## src/rtl/spl_pkg.sv

```systemverilog
package spl_pkg;
  typedef enum logic [2:0] {
    ST_IDLE,
    ST_LOAD,
    ST_ERASE,
    ST_PROG,
    ST_SETTLE
  } spl_state_e;

  localparam logic [7:0] SPL_ERASED = 8'hFF;
endpackage

```

## src/rtl/spl_page_buf.sv

```systemverilog
module spl_page_buf #(
  parameter int BYTE_W = 8,
  parameter int DATA_W = 8
) (
  input  logic              clk,
  input  logic              rst_n,
  input  logic              clr,
  input  logic              we,
  input  logic [BYTE_W-1:0] waddr,
  input  logic [DATA_W-1:0] wdata,
  input  logic [BYTE_W-1:0] raddr,
  output logic [DATA_W-1:0] rdata
);
  localparam int DEPTH = 1 << BYTE_W;

  logic [DATA_W-1:0] data_q [DEPTH];
  logic [DEPTH-1:0]  valid_q;

  // data storage carries no reset; validity mask decides what is read
  always_ff @(posedge clk) begin
    if (we) data_q[waddr] <= wdata;
  end

  for (genvar g = 0; g < DEPTH; g++) begin : g_valid
    logic hit;
    assign hit = we && (waddr == BYTE_W'(g));
    always_ff @(posedge clk or negedge rst_n) begin
      if (!rst_n)   valid_q[g] <= 1'b0;
      else if (clr) valid_q[g] <= hit;
      else if (hit) valid_q[g] <= 1'b1;
    end
  end

  assign rdata = valid_q[raddr] ? data_q[raddr] : {DATA_W{1'b1}};
endmodule

```

## src/rtl/spl_lock_dec.sv

```systemverilog
module spl_lock_dec #(
  parameter int SECT_W      = 10,
  parameter int BOOT_SECTS  = 32
) (
  input  logic [SECT_W-1:0] sector,
  input  logic              lock_lo,
  input  logic              lock_hi,
  output logic              locked
);
  localparam int NSECT = 1 << SECT_W;
  localparam logic [SECT_W-1:0] LO_END   = SECT_W'(BOOT_SECTS);
  localparam logic [SECT_W-1:0] HI_START = SECT_W'(NSECT - BOOT_SECTS);

  logic in_lo, in_hi;
  always_comb begin
    in_lo  = sector < LO_END;
    in_hi  = sector >= HI_START;
    locked = (lock_lo && in_lo) || (lock_hi && in_hi);
  end
endmodule

```

## src/rtl/spl_load_ctrl.sv

```systemverilog
module spl_load_ctrl
  import spl_pkg::*;
#(
  parameter int ADDR_W        = 18,
  parameter int BYTE_W        = 8,
  parameter int DATA_W        = 8,
  parameter int TIMEOUT_TICKS = 30000,
  parameter int CYCLE_TICKS   = 4000000
) (
  input  logic                     clk,
  input  logic                     rst_n,
  input  logic                     wr_stb,
  input  logic [ADDR_W-1:0]        wr_addr,
  input  logic [DATA_W-1:0]        wr_data,
  input  logic                     prog_en,
  input  logic                     sect_locked,
  output logic [ADDR_W-BYTE_W-1:0] sector,
  output logic [BYTE_W-1:0]        idx,
  output logic                     buf_clr,
  output logic                     buf_we,
  output logic                     erase_ph,
  output logic                     prog_ph,
  output logic                     busy,
  output logic                     locked,
  output logic [ADDR_W-1:0]        last_addr,
  output logic [DATA_W-1:0]        last_data
);
  localparam int SECT_W = ADDR_W - BYTE_W;
  localparam int TMR_W  = $clog2(TIMEOUT_TICKS + 1);
  localparam int CYC_W  = $clog2(CYCLE_TICKS + 1);
  localparam logic [BYTE_W-1:0] IDX_LAST = {BYTE_W{1'b1}};
  localparam logic [TMR_W-1:0]  TMR_END  = TMR_W'(TIMEOUT_TICKS - 1);
  localparam logic [CYC_W-1:0]  CYC_END  = CYC_W'(CYCLE_TICKS - 1);

  spl_state_e        state_q, state_d;
  logic [TMR_W-1:0]  tmr_q, tmr_d;
  logic [CYC_W-1:0]  cyc_q, cyc_d;
  logic [BYTE_W-1:0] idx_q, idx_d;
  logic [SECT_W-1:0] sector_q, sector_d;
  logic              locked_q, locked_d;
  logic [ADDR_W-1:0] last_addr_q, last_addr_d;
  logic [DATA_W-1:0] last_data_q, last_data_d;

  logic [SECT_W-1:0] wr_sect;
  logic              open_load, take_byte;

  assign wr_sect   = wr_addr[ADDR_W-1:BYTE_W];
  assign open_load = (state_q == ST_IDLE) && wr_stb && prog_en;
  assign take_byte = (state_q == ST_LOAD) && wr_stb && (wr_sect == sector_q);

  always_comb begin
    state_d     = state_q;
    tmr_d       = tmr_q;
    cyc_d       = cyc_q;
    idx_d       = idx_q;
    sector_d    = sector_q;
    locked_d    = locked_q;
    last_addr_d = last_addr_q;
    last_data_d = last_data_q;

    if (open_load || take_byte) begin
      last_addr_d = wr_addr;
      last_data_d = wr_data;
    end

    case (state_q)
      ST_IDLE: begin
        if (open_load) begin
          state_d  = ST_LOAD;
          sector_d = wr_sect;
          tmr_d    = '0;
        end
      end
      ST_LOAD: begin
        if (take_byte) begin
          tmr_d = '0;
        end else if (tmr_q == TMR_END) begin
          state_d  = ST_ERASE;
          cyc_d    = '0;
          idx_d    = '0;
          locked_d = sect_locked;
        end else begin
          tmr_d = tmr_q + 1'b1;
        end
      end
      ST_ERASE: begin
        cyc_d = cyc_q + 1'b1;
        idx_d = idx_q + 1'b1;
        if (idx_q == IDX_LAST) state_d = ST_PROG;
      end
      ST_PROG: begin
        cyc_d = cyc_q + 1'b1;
        idx_d = idx_q + 1'b1;
        if (idx_q == IDX_LAST) state_d = ST_SETTLE;
      end
      ST_SETTLE: begin
        if (cyc_q == CYC_END) state_d = ST_IDLE;
        else                  cyc_d   = cyc_q + 1'b1;
      end
      default: state_d = ST_IDLE;
    endcase
  end

  always_ff @(posedge clk or negedge rst_n) begin
    if (!rst_n) begin
      state_q     <= ST_IDLE;
      tmr_q       <= '0;
      cyc_q       <= '0;
      idx_q       <= '0;
      sector_q    <= '0;
      locked_q    <= 1'b0;
      last_addr_q <= '0;
      last_data_q <= '0;
    end else begin
      state_q     <= state_d;
      tmr_q       <= tmr_d;
      cyc_q       <= cyc_d;
      idx_q       <= idx_d;
      sector_q    <= sector_d;
      locked_q    <= locked_d;
      last_addr_q <= last_addr_d;
      last_data_q <= last_data_d;
    end
  end

  assign sector    = sector_q;
  assign idx       = idx_q;
  assign buf_clr   = open_load;
  assign buf_we    = open_load || take_byte;
  assign erase_ph  = (state_q == ST_ERASE);
  assign prog_ph   = (state_q == ST_PROG);
  assign busy      = (state_q == ST_ERASE) || (state_q == ST_PROG) || (state_q == ST_SETTLE);
  assign locked    = locked_q;
  assign last_addr = last_addr_q;
  assign last_data = last_data_q;
endmodule

```

## src/rtl/spl_sector_loader.sv

```systemverilog
module spl_sector_loader
  import spl_pkg::*;
#(
  parameter int ADDR_W        = 18,
  parameter int BYTE_W        = 8,
  parameter int DATA_W        = 8,
  parameter int BOOT_SECTS    = 32,
  parameter int TIMEOUT_TICKS = 30000,
  parameter int CYCLE_TICKS   = 4000000
) (
  input  logic              clk,
  input  logic              rst_n,
  input  logic              wr_stb,
  input  logic [ADDR_W-1:0] wr_addr,
  input  logic [DATA_W-1:0] wr_data,
  input  logic              prog_en,
  input  logic              lock_lo,
  input  logic              lock_hi,
  output logic              busy,
  output logic [ADDR_W-1:0] last_addr,
  output logic [DATA_W-1:0] last_data,
  output logic              arr_we,
  output logic [ADDR_W-1:0] arr_addr,
  output logic [DATA_W-1:0] arr_data
);
  localparam int SECT_W = ADDR_W - BYTE_W;

  logic [1:0]        rst_sync_q;
  logic              srst_n;
  logic [SECT_W-1:0] sector;
  logic [BYTE_W-1:0] idx;
  logic              buf_clr, buf_we, erase_ph, prog_ph, locked, sect_locked;
  logic [DATA_W-1:0] buf_rdata;

  // asynchronous assertion, synchronous release
  always_ff @(posedge clk or negedge rst_n) begin
    if (!rst_n) rst_sync_q <= 2'b00;
    else        rst_sync_q <= {rst_sync_q[0], 1'b1};
  end
  assign srst_n = rst_sync_q[1];

  spl_load_ctrl #(
    .ADDR_W(ADDR_W), .BYTE_W(BYTE_W), .DATA_W(DATA_W),
    .TIMEOUT_TICKS(TIMEOUT_TICKS), .CYCLE_TICKS(CYCLE_TICKS)
  ) u_ctrl (
    .clk(clk), .rst_n(srst_n),
    .wr_stb(wr_stb), .wr_addr(wr_addr), .wr_data(wr_data), .prog_en(prog_en),
    .sect_locked(sect_locked),
    .sector(sector), .idx(idx), .buf_clr(buf_clr), .buf_we(buf_we),
    .erase_ph(erase_ph), .prog_ph(prog_ph), .busy(busy), .locked(locked),
    .last_addr(last_addr), .last_data(last_data)
  );

  spl_lock_dec #(.SECT_W(SECT_W), .BOOT_SECTS(BOOT_SECTS)) u_lock (
    .sector(sector), .lock_lo(lock_lo), .lock_hi(lock_hi), .locked(sect_locked)
  );

  spl_page_buf #(.BYTE_W(BYTE_W), .DATA_W(DATA_W)) u_buf (
    .clk(clk), .rst_n(srst_n), .clr(buf_clr), .we(buf_we),
    .waddr(wr_addr[BYTE_W-1:0]), .wdata(wr_data),
    .raddr(idx), .rdata(buf_rdata)
  );

  assign arr_we   = (erase_ph || prog_ph) && !locked;
  assign arr_addr = {sector, idx};
  assign arr_data = erase_ph ? DATA_W'(SPL_ERASED) : buf_rdata;
endmodule

```

## config.mk

```make
export PLATFORM = sky130hd
export DESIGN_NAME = spl_sector_loader
export DESIGN_NICKNAME = d
export VERILOG_FILES = /design/src/rtl/spl_pkg.sv /design/src/rtl/spl_page_buf.sv /design/src/rtl/spl_lock_dec.sv /design/src/rtl/spl_load_ctrl.sv /design/src/rtl/spl_sector_loader.sv
export SDC_FILE = /design/constraint.sdc
export NUM_CORES = 2
export LEC_CHECK = 0
export BUFFER_PORTS_ARGS = -buffer_cell sky130_fd_sc_hd__buf_2
export CAP_MARGIN = 20
export CORE_ASPECT_RATIO = 2
export CORE_UTILIZATION = 40
export DETAILED_ROUTE_END_ITERATION = 6
export HOLD_SLACK_MARGIN = 0.03
export MAX_ROUTING_LAYER = met4
export PLACE_DENSITY_LB_ADDON = 0.15
export SYNTH_ARGS = -nofsm -noshare
export SYNTH_HDL_FRONTEND = slang
export SYNTH_HIERARCHICAL = 1
export SYNTH_SLANG_ARGS = --single-unit
```

## constraint.sdc

```tcl
create_clock -name clk -period 26 [get_ports clk]
set_clock_uncertainty 0.2 [all_clocks]
set_input_delay 3.9 -clock clk [delete_from_list [all_inputs] [get_ports clk]]
set_output_delay 3.9 -clock clk [all_outputs]
set_load 0.01 [all_outputs]
```

==> impl_metrics.tcl <==
set metrics [dict create \
    status "finished, final reports clean" \
    ys_warn_count 6 \
    vias 50153 \
    ys_seq_area_frac 0.726 \
    cts_sinks 2391 \
    p_leak_nw 33.8 \
    p_clk_frac 0.401 \
    finalSetupViolCount 0 \
    seqPwrFrac 0.531 \
    routedWlPerCell_um 31.5 \
    seq_area_sq_um 70100 \
    hold_violations 0 \
    io_buffers 85 \
    ant_nets 0 \
    cp.required_ps 21900 \
    peakVddDrop_mv 0.0558 \
    cts_post_setup_buffers_inserted 0 \
    period_share 0.474 \
    rsz0062_at_grt "no" \
    clk_latency_ps 860 \
    coreArea_sq_um 240000 \
    ys_ff_latch 2391 \
    synth_top_family_by_area "multiplexers" \
    synthAdderAreaFrac 0.000389 \
    swShare 0.228 \
    yosysTopAreaCell "edfxtp_1" \
    fp.dieW_um 349 \
    dpl.hpwl_um 174000 \
    end_kind "output pin" \
    critPathMaxStageDelay_ps 1100 \
    syn_avg_cell_area_sq_um 18.3 \
    fillers 20930 \
    slew_violations 0 \
    layout_setup_ws_ps 13690 \
    met2WireLength_um 154000 \
    grt_usage 0.232 \
    hold_class "reg2reg" \
    yosysTopAreaCellShare 0.637 \
    crit_chain "buf_12 -> buf_4 -> buf_4 -> buf_4 -> buf_4 -> mux2i_1 -> a22oi_1 -> nand3_1 -> nand4_1 -> o22ai_1 -> o31ai_1 -> or2_1 -> buf_2" \
    met3_length_um 10300 \
    antenna_found_initial 6 \
    routed_wl_um 275000 \
    min_period_ps 12310 \
    synth_compound_area_frac 0.0502 \
    powerDensity_nw_per_um2 76.2 \
    wl_met1_um 96200 \
    grt_pass1_vias 52221 \
    grt_pass1_wl_um 390000 \
    final_cell_mix "2048 x edfxtp_1, 383 x mux4_2, 337 x dfrtp_1" \
    cp_data_arrival_time_ps 8210 \
    grt_remaining_overflow 0 \
    slew_headroom 0.113 \
    crit_top_cell "buf_4" \
    rows 254 \
    p_switching_mw 1.86 \
    ctsResizeCount 0 \
    synthSimpleGateAreaFrac 0.0364 \
    syn-cell-area_sq_um 96500 \
    cts_tree "yes" \
    cts_made_buffers 219 \
    route.detailed.drc 0 \
    cts_root_buf "clkbuf_16" \
    startpoint "u_ctrl/idx[0]$_DFFE_PN0P_" \
    synthDistinctLibCells 94 \
    synth_xor_area_frac 0.000998 \
    post_route_cells_drive_above_1_share 0.180 \
    num-nets-final 5383 \
    top_layer "met4" \
    async_flop_share 0.143 \
    hp-start "rst_sync_q[0]$_DFF_PN0_" \
    initial_core_util 0.403 \
    grt_max_degree 166 \
    internal-power_mw 6.30 \
    worst_pin_slew_ps 1320 \
    final_common_cell "edfxtp_1" \
    h-tree-depth 4 \
    routed_via_density 5.74 \
    ioPinCount 86 \
    first_iter_violations 4217 \
    ctsLongestPathBuffers 4 \
    die_h_um 697 \
    worstSetupPathType "reg2out" \
    r2r-start "u_ctrl/state_q[2]$_DFFE_PN0P_" \
    comb_power_share 0.067 \
    die_area_sq_um 243000 \
    synthFlopType "edfxtp_1" \
    dr.pass1.iters 6 \
    hold_buffers 0 \
    tns_ps 0 \
    area_growth_pct 10.9 \
    clock.fmax_mhz 81.2 \
    yosys-top-cells-area "edfxtp_1 64%, mux4_2 8.9%, dfrtp_1 8.9%" \
    synth_nets 5300 \
    maxCapViolCount 0 \
    synth_edf_count 2048 \
    multi_input_area_sq_um 23200 \
    worstSetupStartpointType "register" \
    synth_mux_area_frac 0.151 \
    place.gp.congestion 0.849 \
    worstPathMaxFanout 84 \
    cp_slowest_cell "o31ai_1" \
    clkTransAtPathRegs_ps 60 \
    synthCells 5265 \
    post-place-ws_ps 14540 \
]
per-layer routing:
metal  vias to the layer above  GRT usage
met4                         0      0.110
li1                      21320          -
met2                      1339      0.432
met1                     26975      0.245
met5                         -          -
met3                       519     0.0223
sequential cells by signal (all words and copies together) (netlist names):
signal and cells:
u_buf/valid_q 256, u_buf/data_q 2048, u_ctrl/state_q 3, u_ctrl/last_data 8
u_ctrl/sector 10, u_ctrl/last_addr 18, u_ctrl/idx 8, u_ctrl/tmr_q 15
u_ctrl/locked 1, u_ctrl/cyc_q 22, rst_sync_q 2
cell type report:
cell class	count	area share
diodes	5	0.000117
clock buffers	275	0.0544
clock inverters	124	0.0120
inverters	267	0.00943
multi-input cells	2258	0.217
flip-flops and latches	2391	0.655
well taps	3200	0.0374
repair buffers	211	0.0147
power groups by stage:
stage               registers (mW)  clock network [mW]  logic (mW)
floorplan                     4.41                   0       0.288
global placement              4.41                   0       0.546
detailed placement            4.42                   0       0.553
CTS                           4.33                3.35       0.555
global route                  4.34                3.46       0.585
finish                        4.34                3.27       0.549
Yosys cell counts, types with 34 or more instances:
library cell,number
dfrtp_1,343
nand2_1,157
nor2_1,294
inv_1,265
nor2b_1,38
o22ai_1,270
buf_2,48
mux4_1,106
clkbuf_1,185
nand4_1,34
buf_6,36
a21oi_1,81
mux4_2,383
edfxtp_1,2048
a22oi_1,135
mux2i_1,286
nand3_1,79
cell families after synthesis:
logic type      Yosys count
flops                  2391
xor+xnor                 11
buf+inv                 616
mux                     805
fa+ha+maj                 3
compound gates          701
other cells               1
simple gates            737
metrics by stage:
stage                     power, mW  utilization  std cells  area [sq um]  hold slack (ps)
after floorplan                4.69            -       5265         96500              131
after global placement         4.95        0.417       8316         99800              139
after detailed placement       4.97        0.417       8325         99900              143
after CTS                      8.24        0.447       8724        107000              158
after global routing           8.39        0.447       8727        107000              159
final                          8.16        0.447       8731        107000              155
path summary, 6_finish.rpt:
kind / to / depth (start not counted) / slack, ps
worst max-delay path: arr_data[6] / 13 / 13690
worst min-delay path: rst_sync_q[1]$_DFF_PN0_ / 0 / 160
worst max register to register: u_buf/data_q[9][7]$_DFFE_PP_ / 9 / 20290
worst min register to register: rst_sync_q[1]$_DFF_PN0_ / 0 / 160
max in group asynchronous: rst_sync_q[1]$_DFF_PN0_ / 1 / 22890
min in group asynchronous: u_ctrl/last_addr[1]$_DFFE_PN0P_ / 0 / 190
critical path: cells and delay by family, from the launching register on:
family                 cells  cell delay, ps
buffers and inverters      6            3380
AOI/OAI and AO/OA          3            1580
DFF                        1             980
and+or+nand+nor            3             700
muxes                      1             160
(Power assumes the default switching activity.)
